--- src/rtl/spi_mm_pkg.sv ---
package spi_mm_pkg;

    localparam logic [4:0] W_SOFTRST = 5'h10;
    localparam logic [4:0] W_CTRL    = 5'h18;
    localparam logic [4:0] W_STAT    = 5'h19;
    localparam logic [4:0] W_TXDATA  = 5'h1A;
    localparam logic [4:0] W_RXDATA  = 5'h1B;
    localparam logic [4:0] W_SELECT  = 5'h1C;
    localparam logic [4:0] W_TXOCC   = 5'h1D;
    localparam logic [4:0] W_RXOCC   = 5'h1E;

    localparam logic [31:0] RESET_KEY    = 32'h0000_000A;
    localparam logic [31:0] EMPTY_MARKER = 32'hDEAD_BEEF;

    localparam int CTRL_TXCLR   = 5;
    localparam int CTRL_RXCLR   = 6;
    localparam int CTRL_INHIBIT = 8;

    typedef struct packed {
        logic tx_full;
        logic tx_empty;
        logic rx_full;
        logic rx_empty;
    } fill_status_t;

    function automatic logic [31:0] occ_word(input logic [31:0] cnt);
        return (cnt == 32'd0) ? 32'd0 : cnt - 32'd1;
    endfunction

endpackage

--- src/rtl/spi_byte_fifo.sv ---
module spi_byte_fifo #(
    parameter int W     = 8,
    parameter int DEPTH = 256
) (
    input  logic                           clk,
    input  logic                           clr,
    input  logic                           push,
    input  logic [W-1:0]                   din,
    input  logic                           pop,
    output logic [W-1:0]                   dout,
    output logic                           full,
    output logic                           empty,
    output logic [$clog2(DEPTH+1)-1:0]     count
);
    localparam int AW = (DEPTH > 1) ? $clog2(DEPTH) : 1;
    localparam int CW = $clog2(DEPTH+1);
    localparam logic [AW-1:0] LAST_IDX = AW'(DEPTH - 1);
    localparam logic [CW-1:0] CAP      = CW'(DEPTH);

    logic [W-1:0]  mem [DEPTH];
    logic [AW-1:0] wr_ptr, rd_ptr;
    logic          do_push, do_pop;

    assign full    = (count == CAP);
    assign empty   = (count == '0);
    assign do_push = push && !full;
    assign do_pop  = pop && !empty;
    assign dout    = mem[rd_ptr];

    always_ff @(posedge clk) begin
        if (do_push) mem[wr_ptr] <= din;
    end

    always_ff @(posedge clk) begin
        if (clr) begin
            wr_ptr <= '0;
            rd_ptr <= '0;
            count  <= '0;
        end else begin
            if (do_push) wr_ptr <= (wr_ptr == LAST_IDX) ? '0 : wr_ptr + 1'b1;
            if (do_pop)  rd_ptr <= (rd_ptr == LAST_IDX) ? '0 : rd_ptr + 1'b1;
            if (do_push && !do_pop)      count <= count + 1'b1;
            else if (do_pop && !do_push) count <= count - 1'b1;
        end
    end

    a_r11_no_overflow: assert property (@(posedge clk) disable iff (clr)
        count <= CAP);

    a_r11_full_blocks_growth: assert property (@(posedge clk) disable iff (clr)
        (full && !pop) |=> (count == CAP));

endmodule

--- src/rtl/spi_xfer_seq.sv ---
module spi_xfer_seq (
    input  logic       clk,
    input  logic       rst,
    input  logic       inhibit,
    input  logic       tx_empty,
    input  logic [7:0] tx_head,
    input  logic       tx_ready,
    input  logic       rx_valid,
    input  logic [7:0] rx_byte,
    output logic       tx_valid,
    output logic [7:0] tx_byte,
    output logic       tx_pop,
    output logic       rx_push,
    output logic [7:0] rx_data
);
    logic busy;

    assign tx_valid = !inhibit && !busy && !tx_empty;
    assign tx_byte  = tx_head;
    assign tx_pop   = tx_valid && tx_ready;
    assign rx_push  = busy && rx_valid;
    assign rx_data  = rx_byte;

    always_ff @(posedge clk) begin
        if (rst)          busy <= 1'b0;
        else if (tx_pop)  busy <= 1'b1;
        else if (rx_push) busy <= 1'b0;
    end

    a_r2_one_outstanding: assert property (@(posedge clk) disable iff (rst)
        (tx_valid && tx_ready) |=> !tx_valid);

endmodule

--- src/rtl/spi_mm_ctrl.sv ---
module spi_mm_ctrl
    import spi_mm_pkg::*;
#(
    parameter int DEPTH  = 256,
    parameter int NUM_SS = 1,
    parameter int ADDR_W = 7
) (
    input  logic              clk,
    input  logic              rst,
    input  logic              wr_en,
    input  logic              rd_en,
    input  logic [ADDR_W-1:0] addr,
    input  logic [31:0]       wdata,
    output logic [31:0]       rdata,
    output logic              tx_valid,
    input  logic              tx_ready,
    output logic [7:0]        tx_byte,
    input  logic              rx_valid,
    input  logic [7:0]        rx_byte,
    output logic [NUM_SS-1:0] ss_n,
    output logic              evt_rx_overrun,
    output logic              evt_rx_full,
    output logic              evt_tx_empty
);
    localparam int CW = $clog2(DEPTH+1);
    localparam logic [CW-1:0] ONE_LEFT = CW'(DEPTH - 1);

    logic [4:0]  word;
    logic        soft_hit, blk_rst;
    logic [31:0] ctrl_q, sel_q;
    logic        tx_clr, rx_clr, tx_push, rx_pop;
    logic        tx_pop, rx_push;
    logic [7:0]  tx_head, rx_head, rx_data;
    logic        tx_full, tx_empty, rx_full, rx_empty;
    logic [CW-1:0] tx_count, rx_count;
    fill_status_t stat;
    logic [31:0] rd_mux;

    assign word     = addr[6:2];
    assign soft_hit = wr_en && (word == W_SOFTRST) && (wdata == RESET_KEY);
    assign blk_rst  = rst || soft_hit;

    assign tx_clr  = blk_rst || (wr_en && word == W_CTRL && wdata[CTRL_TXCLR]);
    assign rx_clr  = blk_rst || (wr_en && word == W_CTRL && wdata[CTRL_RXCLR]);
    assign tx_push = wr_en && (word == W_TXDATA);
    assign rx_pop  = rd_en && (word == W_RXDATA) && !rx_empty;

    always_ff @(posedge clk) begin
        if (blk_rst) begin
            ctrl_q <= '0;
            sel_q  <= '1;
        end else if (wr_en) begin
            if (word == W_CTRL) begin
                ctrl_q <= wdata;
                ctrl_q[CTRL_TXCLR] <= 1'b0;
                ctrl_q[CTRL_RXCLR] <= 1'b0;
            end
            if (word == W_SELECT) sel_q <= wdata;
        end
    end

    assign ss_n = sel_q[NUM_SS-1:0];

    spi_byte_fifo #(.W(8), .DEPTH(DEPTH)) u_txq (
        .clk(clk), .clr(tx_clr), .push(tx_push), .din(wdata[7:0]),
        .pop(tx_pop), .dout(tx_head), .full(tx_full), .empty(tx_empty),
        .count(tx_count)
    );

    spi_byte_fifo #(.W(8), .DEPTH(DEPTH)) u_rxq (
        .clk(clk), .clr(rx_clr), .push(rx_push), .din(rx_data),
        .pop(rx_pop), .dout(rx_head), .full(rx_full), .empty(rx_empty),
        .count(rx_count)
    );

    spi_xfer_seq u_seq (
        .clk(clk), .rst(blk_rst), .inhibit(ctrl_q[CTRL_INHIBIT]),
        .tx_empty(tx_empty), .tx_head(tx_head), .tx_ready(tx_ready),
        .rx_valid(rx_valid), .rx_byte(rx_byte), .tx_valid(tx_valid),
        .tx_byte(tx_byte), .tx_pop(tx_pop), .rx_push(rx_push),
        .rx_data(rx_data)
    );

    always_comb begin
        stat.tx_full  = tx_full;
        stat.tx_empty = tx_empty;
        stat.rx_full  = rx_full;
        stat.rx_empty = rx_empty;
        case (word)
            W_CTRL:   rd_mux = ctrl_q;
            W_STAT:   rd_mux = {28'd0, stat};
            W_RXDATA: rd_mux = rx_empty ? EMPTY_MARKER : {24'd0, rx_head};
            W_SELECT: rd_mux = sel_q;
            W_TXOCC:  rd_mux = occ_word(32'(tx_count));
            W_RXOCC:  rd_mux = occ_word(32'(rx_count));
            default:  rd_mux = '0;
        endcase
    end

    always_ff @(posedge clk) begin
        if (rst)        rdata <= '0;
        else if (rd_en) rdata <= rd_mux;
    end

    always_ff @(posedge clk) begin
        if (blk_rst) begin
            evt_rx_overrun <= 1'b0;
            evt_rx_full    <= 1'b0;
            evt_tx_empty   <= 1'b0;
        end else begin
            evt_rx_overrun <= rx_push && rx_full && !rx_clr;
            evt_rx_full    <= rx_push && !rx_full && !rx_pop && !rx_clr
                              && (rx_count == ONE_LEFT);
            evt_tx_empty   <= tx_pop && !tx_push && !tx_clr
                              && (tx_count == CW'(1));
        end
    end

    a_r4_inhibit_stops: assert property (@(posedge clk) disable iff (rst)
        (wr_en && word == W_CTRL && wdata[CTRL_INHIBIT]) |=> !tx_valid);

    a_r6_empty_marker: assert property (@(posedge clk) disable iff (rst)
        (rd_en && word == W_RXDATA && rx_empty) |=> (rdata == EMPTY_MARKER));

    a_r7_overrun_flag: assert property (@(posedge clk) disable iff (rst)
        (rx_valid && rx_push && rx_full && !rx_clr) |=> evt_rx_overrun);

    a_r9_key_reset: assert property (@(posedge clk) disable iff (rst)
        soft_hit |=> (ss_n == '1 && rx_empty && tx_empty && !tx_valid));

    a_r10_select_follow: assert property (@(posedge clk) disable iff (rst)
        (wr_en && word == W_SELECT) |=> (ss_n == $past(wdata[NUM_SS-1:0])));

endmodule

--- config.mk ---
export PLATFORM = sky130hd
export DESIGN_NAME = spi_mm_ctrl
export DESIGN_NICKNAME = d
export VERILOG_FILES = /design/src/rtl/spi_mm_pkg.sv /design/src/rtl/spi_byte_fifo.sv /design/src/rtl/spi_xfer_seq.sv /design/src/rtl/spi_mm_ctrl.sv
export SDC_FILE = /design/constraint.sdc
export NUM_CORES = 2
export LEC_CHECK = 0
export CORE_MARGIN = 4
export CORE_UTILIZATION = 68
export CTS_CLUSTER_SIZE = 24
export DETAILED_ROUTE_END_ITERATION = 10
export PLACE_DENSITY_LB_ADDON = 0.05
export RECOVER_POWER = 100
export SLEW_MARGIN = 40
export SYNTH_ARGS = -nofsm -noshare
export SYNTH_HDL_FRONTEND = slang
export SYNTH_SLANG_ARGS = --single-unit
--- constraint.sdc ---
create_clock -name clk -period 9.98 [get_ports clk]
set_input_delay 1.497 -clock clk [delete_from_list [all_inputs] [get_ports clk]]
set_output_delay 1.497 -clock clk [all_outputs]
set_load 0.05 [all_outputs]
; After elaboration in Yosys (flattened, before gate mapping)
; Memory sizes are Yosys's and may differ from the RTL's. A register that Yosys moved wholly into a read port is not among the register bits.
; Cells that the tools add are included.
[totals]
ram_bits = 4096
memories = 2
input_bits = 53
elab_cells = 116
ff_bits = 148
[classes]
muxes = 22
addsub = 10
eq_ne = 17
n_reduce_logical = 52
[mem_list]
columns = memory, words, width, read_ports, rd_ports_with_merged_regs, write_ports, line_no
row1 = u_rxq.mem, 256, 8, 1, 1, 1, spi_byte_fifo.sv:20  ; logic [W-1:0] mem [DEPTH];
row2 = u_txq.mem, 256, 8, 1, 1, 1, spi_byte_fifo.sv:20
[op_table]
columns = cell, count
row1 = $pmux W32 S6, 1
row2 = $mux W32, 3
row3 = $mux W8, 8
row4 = $eq A5 B5 Y1 const B, 8
row5 = $mux W9, 4
row6 = $add A8 B1 Y8 const B, 4
row7 = $eq A32 B4 Y1 const B, 1
row8 = $eq A8 B8 Y1 const B, 4
row9 = $logic_and A1 B1 Y1, 28
row10 = $sub A9 B1 Y10 const B, 2
row11 = $add A9 B1 Y9 const B, 2
row12 = $eq A9 B9 Y1 const B, 2
row13 = $logic_not A9 Y1, 2
row14 = $sub A9 B1 Y9 const B, 2
row15 = $logic_not A1 Y1, 14
row16 = $eq A9 B1 Y1 const B, 1
row17 = $eq A9 B8 Y1 const B, 1
row18 = $mux W1, 6
row19 = $reduce_bool A2 Y1, 3
row20 = $reduce_and A2 Y1, 2
row21 = $logic_or A1 B1 Y1, 3

; Logic depth before layout (Yosys ltp)
[depth]
depth_word = 8
depth_mapped = 17
mapped_depth_nobuf = 17

; Hierarchy
; Synthesis repeated with hierarchy kept, for this count alone.
[hier_totals]
cells_unflattened = 8158
area_unflattened_um2 = 165966.7
[modules_own_cells]
columns = mod, seq_area_each_um2, instances, cells_each, area_each_um2
row1 = spi_byte_fifo at u_rxq, 62159.6, 1, 3745, 80528.5
row2 = spi_byte_fifo at u_txq, 62159.6, 1, 3793, 80445.9
row3 = spi_mm_ctrl, 1941.9, 1, 597, 4809.6
row4 = spi_xfer_seq, 20.0, 1, 23, 182.7

; Worst setup path before layout
; No wires, ideal clock.
[synth_path]
path_type = input port to flip-flop
startpoint = input port addr[2]
endpoint = register u_rxq.count[8]
slack_ns = 5.160
setup_time_ns = 0.058
t_required_ns = 9.922
cell_stages = 17
arrival_time_ns = 4.762
path_cell_list = clkbuf_1 nand4b_1 nor2_1 nand2_1 nor2_1 inv_1 ha_1 inv_1 ha_1 a21oi_1 a21boi_0 o21ai_0 a21boi_0 o21a_1 or4_1 a211o_1 nand2_1
[synth_between]
elab_chain_cells = 7
[synth_rtl]
columns = element, line_no
row1 = start: declaration, spi_mm_ctrl.sv:12  ; input logic [ADDR_W-1:0] addr,
row2 = $eq A5 B5 Y1, spi_mm_ctrl.sv:46  ; assign rx_pop = rd_en && (word == W_RXDATA) && !rx_empty;
row3 = $logic_and A1 B1 Y1 (2 in a row), spi_mm_ctrl.sv:46
row4 = $logic_and A1 B1 Y1, spi_byte_fifo.sv:27  ; assign do_pop = pop && !empty;
row5 = $logic_not A1 Y1, spi_byte_fifo.sv:42  ; if (do_push && !do_pop) count <= count + 1'b1;
row6 = $logic_and A1 B1 Y1, spi_byte_fifo.sv:42
row7 = $mux W9 or $reduce_bool A2 Y1 (tied branches), --
row8 = end signal: assignment, spi_byte_fifo.sv:42
row9 = end signal: assignment, spi_byte_fifo.sv:43  ; else if (do_pop && !do_push) count <= count - 1'b1;
row10 = end: declaration, spi_byte_fifo.sv:13  ; output logic [$clog2(DEPTH+1)-1:0] count
; Several ways; a longest one is shown, not always the timed one.
; A chain may end at the register's enable or synchronous reset.

==> results_dict.tcl <==
set metrics [dict create \
    status "complete, but fails checks" \
    violations "max-capacitance violations, max-slew violations" \
    sw_frac_of_total_pct 22.1 \
    setup_viol 0 \
    pwr-share-seq_pct 51.4 \
    cts.sinks 4260 \
    synth_top_cell_by_area "edfxtp_1" \
    synthXorXnorAreaFrac_pct 0.238 \
    drt_iter0_markers 11200 \
    slew_headroom_pct -438 \
    p_leak_nw 54.7 \
    die_height_um 501 \
    required_ps 8480 \
    cts_hold_buf 0 \
    synth_area_leaders "edfxtp_1 (74%), mux4_2 (17%), dfxtp_1 (2.0%), nor2_1 (1.4%), nand2_1 (0.65%)" \
    wl_met3_um 33800 \
    ys_ff_latch 4260 \
    layout_worst_path_cycle_share_pct 86.2 \
    power.internal_w 0.0299 \
    hold_class "register to register" \
    path_class "register to primary output" \
    rows 180 \
    first_global_vias 80800 \
    drive_gt1_share_pct 24.1 \
    met1_length_um 144000 \
    synth.most_common_cell "edfxtp_1" \
    syn_nets 7749 \
    p_clk_share_pct 39.4 \
    routedWlPerCell_um 34.6 \
    core_region_area_mm2 0.241 \
    detailed_place.area_mm2 0.170 \
    synthArstFlopShare_pct 0 \
    synth_area_mm2 0.166 \
    final.min_clock_period_ps 8600 \
    tightest_slew_ps 8070 \
    hold_viol 0 \
    die_x_um 501 \
    power.density_mw_per_mm2 210 \
    synth-simple-area-share_pct 2.92 \
    finalInstanceArea_mm2 0.183 \
    ys.flop_type "edfxtp_1" \
    synth_mux_area_share_pct 17.6 \
    cap_violations 67 \
    drc 0 \
    post-dp-hpwl_um 231000 \
    insertion_delay_ps 990 \
    first_pass_iters 7 \
    wl_met2_um 198000 \
    portBuffers 95 \
    start_kind "register" \
    antenna_left 0 \
    ctsLongestPathBuffers 4 \
    yosysSeqAreaShare_pct 76.3 \
    cp_data_arrival_time_ps 7100 \
    numCtsBuffers 418 \
    grt_max_degree 178 \
    io_pins 98 \
    vias 80300 \
    min-delay-start "ctrl_q[21]" \
    dieArea_mm2 0.251 \
    yosys_warnings 0 \
    cts_htree_levels 5 \
    endpoint_kind "primary output" \
    synth_top_family_by_area "multiplexers" \
    start_util_pct 68.6 \
    area_delta_synth_final_pct 10.4 \
    synthTopCellsByCount "edfxtp_1 (4096), mux4_2 (1256), nor2_1 (617)" \
    cts_resized 0 \
    setup_slack_ps 1380 \
    clk_pin_slew_ps 60 \
    synth_fa_ha_area_share_pct 0.216 \
    crit_fanout 81 \
    irDropWorstVdd_uv 192 \
    routed_wl_um 394000 \
    antenna_found_initial 9 \
    cts_root_buf "clkbuf_16" \
    fin_setup_tns_ps 0 \
    slew_violations 3425 \
    fmax_mhz 116 \
    switchingPower_w 0.00849 \
    grt_pass1_wl_um 575000 \
    syn_area_per_cell_um2 21.6 \
    grt_overflow 0 \
    post-cts-setup-buffers 0 \
    routed.top_layer "met5" \
    synth_edf_count 4096 \
    synth_top_cell_area_share_pct 74.3 \
    via_per_inst 7.04 \
    place_ws_ps 3670 \
    grt_usage_pct 31.9 \
    fin_worst_skew_ps 48.2 \
    p_comb_share_pct 9.2 \
    netlist_instances 7668 \
    place.gp.congestion 0.911 \
    cts_tree "built" \
    synth_compound_area_share_pct 1.41 \
    rsz0062_at_grt "no" \
    final_nets 7964 \
    ys_types 71 \
]
## logic make-up (layout without fill, tap and decap cells)
kind of cell	after synthesis	count (layout)
AO/OA/AOI/OAI	359	359
flip-flops	4260	4260
AND/OR/NAND/NOR	1148	1148
multiplexers	1345	1345
other	0	7
buffers and inverters	483	1028
XOR/XNOR	45	45
adder cells (fa/ha/maj)	28	28
## placed cells by master (no fill, tap or decap), drive strengths merged, types with 31 or more instances in the layout
cell type / instances
mux2i: 82
bufinv: 31
mux4: 1256
edfxtp: 4096
clkbuf: 602
clkdlybuf4s50: 37
a21oi: 121
o21ai: 56
a22oi: 36
nor3: 31
nand3: 78
dlygate4sd3: 42
buf: 94
clkinv: 178
nand2: 287
dfxtp: 164
nor2: 617
## worst max-delay path, stage by stage (launching register included)
cell	delay [ps]
dfxtp_1	2100
buf_12	400
buf_16	410
mux4_2	420
mux4_2	530
mux4_2	550
a22oi_1	460
nand2_1	250
dlygate4sd3_1	830
## path summary, 6_finish.rpt
kind,to,slack [ps],cells after the start
worst max-delay path,tx_byte[4],1380,8
worst min-delay path,ctrl_q[21],460,2
worst max register to register,rdata[7],2560,8
worst min register to register,ctrl_q[21],460,2
## area by class of cell
cell class	count	area, um^2
repair buffers	253	2210
inverters	25	100
well taps	3185	3990
flip-flops and latches	4260	126000
diodes	7	17.5
fillers	13000	58600
clock buffers	522	11100
multi-input cells	2925	37200
clock inverters	228	1940
## power by group through the flow
stage	clock [W]	sequential (W)	combinational, W
6_report	0.0151	0.0197	0.00355
5_1_grt	0.0161	0.0197	0.00375
4_1_cts	0.0152	0.0197	0.00354
3_5_place_dp	0	0.0201	0.00350
3_3_place_gp	0	0.0201	0.00343
2_1_floorplan	0	0.0200	0.00239
## through the flow
step	hold slack [ps]	cells	utilization (%)	total power (W)
global route	467	11400	75.7	0.0395
finish	457	11400	75.7	0.0384
CTS	456	11400	75.9	0.0385
floorplan	436	7668	-	0.0224
global placement	444	10600	70.3	0.0235
detailed placement	448	10600	70.5	0.0236
## state kept, by name, summed over array words and instances (netlist names), named ones only
| name | flops |
|---|---|
| u_txq.mem | 2048 |
| ctrl_q | 30 |
| u_txq.count | 9 |
| u_rxq.count | 9 |
| u_txq.rd_ptr | 8 |
| evt_rx_overrun | 1 |
| u_rxq.rd_ptr | 8 |
| evt_rx_full | 1 |
| evt_tx_empty | 1 |
| rdata | 32 |
| sel_q | 32 |
| u_rxq.wr_ptr | 8 |
| u_txq.wr_ptr | 8 |
| u_rxq.mem | 2048 |
| u_seq.busy | 1 |
## per-layer routing
layer	vias to the layer above	global-route usage (%)
met4	4	12.7
met2	4571	51.2
met3	846	5.20
met1	42500	45.3
li1	32400	-
met5	-	0
(Power assumes the default switching activity.)
